===== src/rtl/spd_pkg.sv =====
package spd_pkg;

  typedef enum logic [2:0] {SK_START, SK_TX, SK_ACK, SK_RX, SK_STOP} slot_kind_e;
  typedef enum logic [1:0] {SB_CTRL_W, SB_ADDR, SB_CTRL_R, SB_NONE} slot_src_e;

  typedef struct packed {
    slot_kind_e  kind;
    slot_src_e   src;
    logic [2:0]  bit_idx;
  } slot_info_t;

  localparam int unsigned SLOT_W    = 6;
  localparam int unsigned LAST_SLOT = 38;   // stop slot, also the abort target

  // Status word bit positions
  localparam int unsigned ST_DONE = 15;
  localparam int unsigned ST_BERR = 13;
  localparam int unsigned ST_BUSY = 12;

  // Slot map: 0 start, 1-8 ctrl(w), 9 ack, 10-17 addr, 18 ack, 19 restart,
  // 20-27 ctrl(r), 28 ack, 29-36 data in, 37 master nack, 38 stop
  function automatic slot_info_t decode_slot(input logic [SLOT_W-1:0] s);
    slot_info_t r;
    r.kind    = SK_TX;
    r.src     = SB_NONE;
    r.bit_idx = 3'd0;
    if (s == 6'd0 || s == 6'd19)                   r.kind = SK_START;
    else if (s == 6'd9 || s == 6'd18 || s == 6'd28) r.kind = SK_ACK;
    else if (s >= 6'd29 && s <= 6'd36)             r.kind = SK_RX;
    else if (s == 6'd37)                           r.kind = SK_TX;
    else if (s >= 6'd38)                           r.kind = SK_STOP;
    else if (s <= 6'd8) begin
      r.src = SB_CTRL_W; r.bit_idx = 3'(6'd8 - s);
    end else if (s <= 6'd17) begin
      r.src = SB_ADDR;   r.bit_idx = 3'(6'd17 - s);
    end else begin
      r.src = SB_CTRL_R; r.bit_idx = 3'(6'd27 - s);
    end
    return r;
  endfunction

endpackage


===== src/rtl/spd_tick_gen.sv =====
module spd_tick_gen #(
  parameter int unsigned DIV = 250
) (
  input  logic clk_i,
  input  logic rst_ni,
  input  logic run_i,
  input  logic restart_i,
  input  logic slow_i,
  output logic tick_o
);
  localparam int unsigned CW = $clog2(2 * DIV + 1);

  logic [CW-1:0] cnt_q, lim;

  assign lim    = slow_i ? CW'(2 * DIV - 1) : CW'(DIV - 1);
  assign tick_o = run_i && (cnt_q == lim);

  always_ff @(posedge clk_i or negedge rst_ni) begin
    if (!rst_ni)                 cnt_q <= '0;
    else if (!run_i || restart_i) cnt_q <= '0;
    else if (tick_o)             cnt_q <= '0;
    else                         cnt_q <= cnt_q + 1'b1;
  end
endmodule


===== src/rtl/spd_watchdog.sv =====
module spd_watchdog #(
  parameter int unsigned LIMIT = 100000
) (
  input  logic clk_i,
  input  logic rst_ni,
  input  logic run_i,
  input  logic restart_i,
  output logic expire_o
);
  localparam int unsigned CW = $clog2(LIMIT + 1);

  logic [CW-1:0] cnt_q;

  assign expire_o = run_i && (cnt_q == CW'(LIMIT - 1));

  always_ff @(posedge clk_i or negedge rst_ni) begin
    if (!rst_ni)                  cnt_q <= '0;
    else if (!run_i || restart_i) cnt_q <= '0;
    else if (!expire_o)           cnt_q <= cnt_q + 1'b1;
  end
endmodule


===== src/rtl/spd_phase_lines.sv =====
module spd_phase_lines
  import spd_pkg::*;
(
  input  slot_kind_e  kind_i,
  input  logic [1:0]  phase_i,
  input  logic        txbit_i,
  output logic        scl_o,
  output logic        sda_o     // 1 = released
);
  always_comb begin
    scl_o = (phase_i == 2'd1) || (phase_i == 2'd2);
    sda_o = 1'b1;
    case (kind_i)
      SK_START: sda_o = (phase_i < 2'd2);    // fall while clock high
      SK_TX:    sda_o = txbit_i;
      SK_STOP: begin
        scl_o = (phase_i != 2'd0);
        sda_o = (phase_i >= 2'd2);           // rise while clock high
      end
      default:  sda_o = 1'b1;
    endcase
  end
endmodule


===== src/rtl/spd_cmd_engine.sv =====
module spd_cmd_engine
  import spd_pkg::*;
#(
  parameter int unsigned DIV         = 250,
  parameter int unsigned TIMEOUT_CYC = 100000
) (
  input  logic        clk_i,
  input  logic        rst_ni,
  input  logic        cmd_wr_i,
  input  logic [31:0] cmd_i,
  output logic [15:0] status_o,
  output logic        scl_o,
  output logic        sda_oe_o,
  input  logic        sda_i
);
  logic              busy_q, done_q, berr_q, nack_q, slow_q;
  logic [7:0]        data_q, shift_q, addr_q;
  logic [6:0]        ctrl_q;
  logic [SLOT_W-1:0] slot_q;
  logic [1:0]        phase_q;
  logic              scl_q, sda_oe_q;

  logic       accept, tick, expire, txbit, line_scl, line_sda;
  logic [7:0] ctrl_w, ctrl_r;
  slot_info_t info;

  logic unused_cmd_bits;
  assign unused_cmd_bits = ^cmd_i[15:1];

  assign accept = cmd_wr_i && !busy_q;
  assign info   = decode_slot(slot_q);
  assign ctrl_w = {ctrl_q, 1'b0};
  assign ctrl_r = {ctrl_q, 1'b1};

  always_comb begin
    case (info.src)
      SB_CTRL_W: txbit = ctrl_w[info.bit_idx];
      SB_ADDR:   txbit = addr_q[info.bit_idx];
      SB_CTRL_R: txbit = ctrl_r[info.bit_idx];
      default:   txbit = 1'b1;               // not-acknowledge after data
    endcase
  end

  spd_tick_gen #(.DIV(DIV)) u_tick (
    .clk_i(clk_i), .rst_ni(rst_ni), .run_i(busy_q), .restart_i(accept),
    .slow_i(slow_q), .tick_o(tick)
  );

  spd_watchdog #(.LIMIT(TIMEOUT_CYC)) u_wdog (
    .clk_i(clk_i), .rst_ni(rst_ni), .run_i(busy_q), .restart_i(accept),
    .expire_o(expire)
  );

  spd_phase_lines u_lines (
    .kind_i(info.kind), .phase_i(phase_q), .txbit_i(txbit),
    .scl_o(line_scl), .sda_o(line_sda)
  );

  always_ff @(posedge clk_i or negedge rst_ni) begin
    if (!rst_ni) begin
      busy_q <= 1'b0; done_q <= 1'b0; berr_q <= 1'b0; nack_q <= 1'b0;
      slow_q <= 1'b0; data_q <= '0; shift_q <= '0; addr_q <= '0;
      ctrl_q <= '0; slot_q <= '0; phase_q <= '0;
      scl_q  <= 1'b1; sda_oe_q <= 1'b0;
    end else if (accept) begin
      done_q <= 1'b0;
      data_q <= '0;
      if (cmd_i[0]) begin
        berr_q <= 1'b1;                      // write requests are refused
      end else begin
        berr_q  <= 1'b0;
        busy_q  <= 1'b1;
        ctrl_q  <= {cmd_i[31:28], cmd_i[26:24]};
        addr_q  <= cmd_i[23:16];
        slow_q  <= cmd_i[27];
        slot_q  <= '0;
        phase_q <= '0;
        nack_q  <= 1'b0;
      end
    end else if (busy_q && expire) begin
      busy_q   <= 1'b0;
      berr_q   <= 1'b1;
      scl_q    <= 1'b1;
      sda_oe_q <= 1'b0;
    end else if (busy_q && tick) begin
      scl_q    <= line_scl;
      sda_oe_q <= !line_sda;
      phase_q  <= phase_q + 2'd1;
      if (phase_q == 2'd2) begin
        if (info.kind == SK_ACK && sda_i) nack_q  <= 1'b1;
        if (info.kind == SK_RX)           shift_q <= {shift_q[6:0], sda_i};
      end
      if (phase_q == 2'd3) begin
        if (info.kind == SK_STOP) begin
          busy_q <= 1'b0;
          done_q <= !nack_q;
          berr_q <= nack_q;
          data_q <= nack_q ? 8'h00 : shift_q;
        end else if (info.kind == SK_ACK && nack_q) begin
          slot_q <= SLOT_W'(LAST_SLOT);
        end else begin
          slot_q <= slot_q + 6'd1;
        end
      end
    end
  end

  always_comb begin
    status_o          = '0;
    status_o[ST_DONE] = done_q;
    status_o[ST_BERR] = berr_q;
    status_o[ST_BUSY] = busy_q;
    status_o[7:0]     = data_q;
  end

  assign scl_o    = scl_q;
  assign sda_oe_o = sda_oe_q;
endmodule


===== config.mk =====
export PLATFORM = sky130hd
export DESIGN_NAME = spd_cmd_engine
export DESIGN_NICKNAME = d
export VERILOG_FILES = /design/src/rtl/spd_pkg.sv /design/src/rtl/spd_tick_gen.sv /design/src/rtl/spd_watchdog.sv /design/src/rtl/spd_phase_lines.sv /design/src/rtl/spd_cmd_engine.sv
export SDC_FILE = /design/constraint.sdc
export NUM_CORES = 1
export LEC_CHECK = 0
export ABC_AREA = 1
export BUFFER_PORTS_ARGS = -buffer_cell sky130_fd_sc_hd__buf_2
export CORE_AREA = 5 5 108 110
export DETAILED_ROUTE_END_ITERATION = 8
export DIE_AREA = 0 0 113 115
export SLEW_MARGIN = 0
export SYNTH_ARGS = -nofsm -noshare
export SYNTH_HDL_FRONTEND = slang
export SYNTH_SLANG_ARGS = --single-unit
export TNS_END_PERCENT = 5

===== constraint.sdc =====
create_clock -name clk_i -period 2.4 [get_ports clk_i]
set_input_delay 0.36 -clock clk_i [delete_from_list [all_inputs] [get_ports clk_i]]
set_output_delay 0.36 -clock clk_i [all_outputs]
set_load 0.03 [all_outputs]

==> implementation parameters <==
Parameter                              Value

Worst setup path
  Startpoint types    flop
  Cell count of the worst reg-to-reg path    15
  Setup slack, reg-to-reg    0.24 ns
  R2r endpoint    sda_oe_o
  Kind of critical path    reg2reg
  Critical path endpoint category    flop
  R2r startpoint    slot_q[0]
  Data arrival time of the critical path    2.40 ns
  Top fanout value on the critical path    5
  Data required time of the critical path    2.63 ns
  Critical path startpoint    slot_q[0]

Clocking
  Maximum level of the CTS H-tree    3
  Clock-pin slew of the registers on the worst-case setup and hold paths    0.09 ns
  Clock latency on the worst-skew pair    approximately 0.35 ns
  Clock tree from TritonCTS    built
  Clock Sink Count    72
  CTS root buffer    sky130_fd_sc_hd__clkbuf_8
  Largest buffer count on any clock path    2
  TritonCTS Buffers    9

Synthesis
  Cell area after technology mapping    4080 sq um
  Synthesis warning total    0
  Post-Syn Area per Cell    7.96 sq um
  Sequential-to-total area share from yosys stat    0.442
  Cell count after synthesis    513
  Number of flip-flops and latches in the synthesized netlist    72
  Post-synth ARST share    1.00
  Flip-flop cell with the highest count after synthesis    sky130_fd_sc_hd__dfrtp_1
  Count of different cell masters after synthesis    39
  Number of enable-type register cells in the synthesized netlist    0

Timing
  Final setup skew    about 0.012 ns
  Fraction of the cycle the final worst path needs    0.901
  Fin Setup TNS    0 ns
  Highest Clock Rate    ~0.46 GHz
  Worst max-slew margin expressed relative to the limit    0.645
  Post-layout min period    2.16 ns
  Final setup vio count    0
  Slew at the pin with the worst max-slew slack    0.533 ns
  Total count of max-transition violations in the final report    0
  Total count of hold-check failures in the final report    0
  RSZ-0062 raised after global routing    false

Finish
  Count of antenna diodes in the layout    0
  Share of final-layout standard cells stronger than drive strength 1    0.202
  Final cell count without fillers    705
  Area added between synthesis and finish    15.8%
  Number of nets in the layout    606

Power and ir drop
  Lkg Pwr    roughly 0.0022 uW
  P per Cell Area    1070 nW/um^2
  IR drop worst, VDD    0.000487 V

Global routing
  Total track usage    0.142
  Initial antenna violation count    0
  Maximum number of pins on one net before global-route repair    53
  Vias in the first global route    between 3000 and 4000
  Remaining global-route overflow    0
  Wire length of the first global-routing pass    15200 microns

Die
  Top-level port count    54
  Die width    113 microns
  Height of the die    around 120 microns
  Area of the core    10600 sq um
  Number of core rows    38
  Initial core utilization    0.385
  Die ar.    ~13000 sq um

Detailed routing
  Average wire length per cell after detail routing    12.5 microns
  Count of TritonRoute iterations in the first routing pass    4
  Remaining antenna violation count    0
  # DRC    0
  Via/cell ratio    4.90
  Wire length after detailed routing    8790 microns
  Via Count    3458
  Count of routing violations after the opening detailed-route iteration    171

Worst hold path
  Number of cells on the worst hold path    3
  Class of the tightest hold or removal check    in2reg
  Min-Delay Startpoint    cmd_i[29]
  End point of the most critical hold path    ctrl_q[4]

Outcome
  Status    finished, final reports clean

Placed design
  Placed cells    just under 700
  Count of buffers from port buffering    33
  Routability congestion estimate from global placement    around 0.89
  Post-DP HPWL    6720 microns

Job
  Max-cap violations    0
power breakdown:
group / switching (uW) / internal (uW) / total [uW] / leakage [uW]
Combinational: 1540 / 830 / 2370 / 0.00117
Clock: 484 / 597 / 1080 / 0.000111
Sequential: 167 / 1450 / 1610 / 0.000956
Total: 2190 / 2870 / 5060 / 0.00223
stage by stage:
step,area (sq um),power [uW],utilization,hold slack [ns],worst slack [ns]
6_report,4730,5060,0.446,0.208,0.238
5_1_grt,4730,5500,0.446,0.207,0.00175
4_1_cts,4680,5020,0.441,0.193,0.111
3_5_place_dp,4440,3910,0.419,0.369,0.127
3_3_place_gp,4440,3870,0.419,0.360,0.189
2_1_floorplan,4100,3340,-,0.0644,0.308
kinds of logic (layout without fill, tap and decap cells):
kind of cell,Yosys count,count (layout),share of synthesized area
AO/OA/AOI/OAI,76,76,0.103
XOR/XNOR,8,8,0.0172
adder cells (fa/ha/maj),10,10,0.0307
buffers and inverters,95,143,0.0975
flip-flops,72,72,0.442
multiplexers,1,1,0.00276
other,1,5,0.000919
AND/OR/NAND/NOR,250,250,0.306
cell usage in the layout (no fill, tap or decap), types with 6 or more instances in the layout:
cell                       instances
sky130_fd_sc_hd__a21oi_1          14
sky130_fd_sc_hd__buf_2            33
sky130_fd_sc_hd__buf_4            12
sky130_fd_sc_hd__clkbuf_8          9
sky130_fd_sc_hd__dfrtp_1          70
sky130_fd_sc_hd__ha_1              9
sky130_fd_sc_hd__inv_1            73
sky130_fd_sc_hd__inv_2             7
sky130_fd_sc_hd__nand2_1         106
sky130_fd_sc_hd__nand2_2           6
sky130_fd_sc_hd__nand3_1          37
sky130_fd_sc_hd__nand3_2           7
sky130_fd_sc_hd__nand4_1          10
sky130_fd_sc_hd__nor2_1           34
sky130_fd_sc_hd__nor2_2            9
sky130_fd_sc_hd__nor2_4            7
sky130_fd_sc_hd__nor3_1           13
sky130_fd_sc_hd__nor4_1            8
sky130_fd_sc_hd__o21ai_0          36
sky130_fd_sc_hd__o21ai_1          12
sky130_fd_sc_hd__xor2_1            6
synth_stat cells, types with 2 or more instances:
master	count	area share
sky130_fd_sc_hd__nand2_1	107	0.098
sky130_fd_sc_hd__inv_1	73	0.067
sky130_fd_sc_hd__dfrtp_1	71	0.44
sky130_fd_sc_hd__nand3_1	39	0.048
sky130_fd_sc_hd__o21ai_0	38	0.047
sky130_fd_sc_hd__nor2_1	35	0.032
sky130_fd_sc_hd__a21oi_1	14	0.017
sky130_fd_sc_hd__nor3_1	13	0.016
sky130_fd_sc_hd__ha_1	10	0.031
sky130_fd_sc_hd__nand4_1	10	0.015
sky130_fd_sc_hd__nor2_2	10	0.015
sky130_fd_sc_hd__o21ai_1	10	0.012
sky130_fd_sc_hd__buf_4	9	0.017
sky130_fd_sc_hd__nor4_1	8	0.012
sky130_fd_sc_hd__inv_2	7	0.0064
sky130_fd_sc_hd__xor2_1	6	0.013
sky130_fd_sc_hd__clkbuf_1	5	0.0046
sky130_fd_sc_hd__nand2_2	5	0.0077
sky130_fd_sc_hd__nand3_2	5	0.012
sky130_fd_sc_hd__nor2_4	5	0.014
sky130_fd_sc_hd__nand2_4	4	0.011
sky130_fd_sc_hd__a211oi_1	3	0.0055
sky130_fd_sc_hd__nor3_2	3	0.0074
sky130_fd_sc_hd__a21oi_2	2	0.0043
sky130_fd_sc_hd__a31oi_1	2	0.0031
sky130_fd_sc_hd__nand3_4	2	0.0086
sky130_fd_sc_hd__o211a_1	2	0.0049
sky130_fd_sc_hd__o211ai_1	2	0.0037
sky130_fd_sc_hd__o22ai_1	2	0.0031
sky130_fd_sc_hd__xnor2_1	2	0.0043
routing by layer:
layer	GRT usage	vias up	routed length, microns
met5	0	-	0
met4	0.0329	0	82
met3	0.0384	9	516
met2	0.237	84	4130
met1	0.185	1611	4060
li1	-	1754	-
repair_timing:
action / 4_1_cts / 5_1_grt
endpoints found under the setup margin: 0 / 9
hold endpoints to repair: 20 / 0
setup buffers: 0 / 1
hold buffers: 1 / 0
gates resized for setup: 0 / 11
registers in the layout (all words and copies together) (netlist names):
name / cells
addr_q: 8
berr_q: 1
busy_q: 1
ctrl_q: 7
data_q: 8
done_q: 1
nack_q: 1
phase_q: 2
scl_o: 1
sda_oe_o: 1
shift_q: 8
slot_q: 6
slow_q: 1
u_tick.cnt_q: 9
u_wdog.cnt_q: 17
worst max path at each step:
stage	endpoint	slack [ns]	cells after the start
after floorplan	sda_oe_o	0.31	17
after global placement	sda_oe_o	0.19	18
after detailed placement	sda_oe_o	0.13	16
after CTS	sda_oe_o	0.11	16
after global routing	sda_oe_o	0.002	16
final	sda_oe_o	0.24	15
cell type report:
type,instances,area (sq um)
Clock buffer,9,124
Fill cell,1031,5870
Sequential cell,72,1800
Tap cell,140,175
Timing Repair Buffer,47,285
Clock inverter,7,103
Inverter,80,300
Multi-Input combinational cell,350,1940
critical path, stage by stage (launching register included):
cell and delay [ns]:
sky130_fd_sc_hd__dfrtp_1 0.40, sky130_fd_sc_hd__inv_1 0.08, sky130_fd_sc_hd__buf_4 0.16, sky130_fd_sc_hd__ha_1 0.19, sky130_fd_sc_hd__nand3_1 0.12, sky130_fd_sc_hd__nand3_4 0.12, sky130_fd_sc_hd__nor2_4 0.16, sky130_fd_sc_hd__nand3_2 0.11
sky130_fd_sc_hd__nor2_4 0.16, sky130_fd_sc_hd__nand3_1 0.09, sky130_fd_sc_hd__nand3_1 0.10, sky130_fd_sc_hd__nand2_1 0.07, sky130_fd_sc_hd__a21oi_2 0.11, sky130_fd_sc_hd__nand2_1 0.07, sky130_fd_sc_hd__nand2_1 0.07, sky130_fd_sc_hd__nand2_1 0.05
Power figures use the tool's default switching activity.
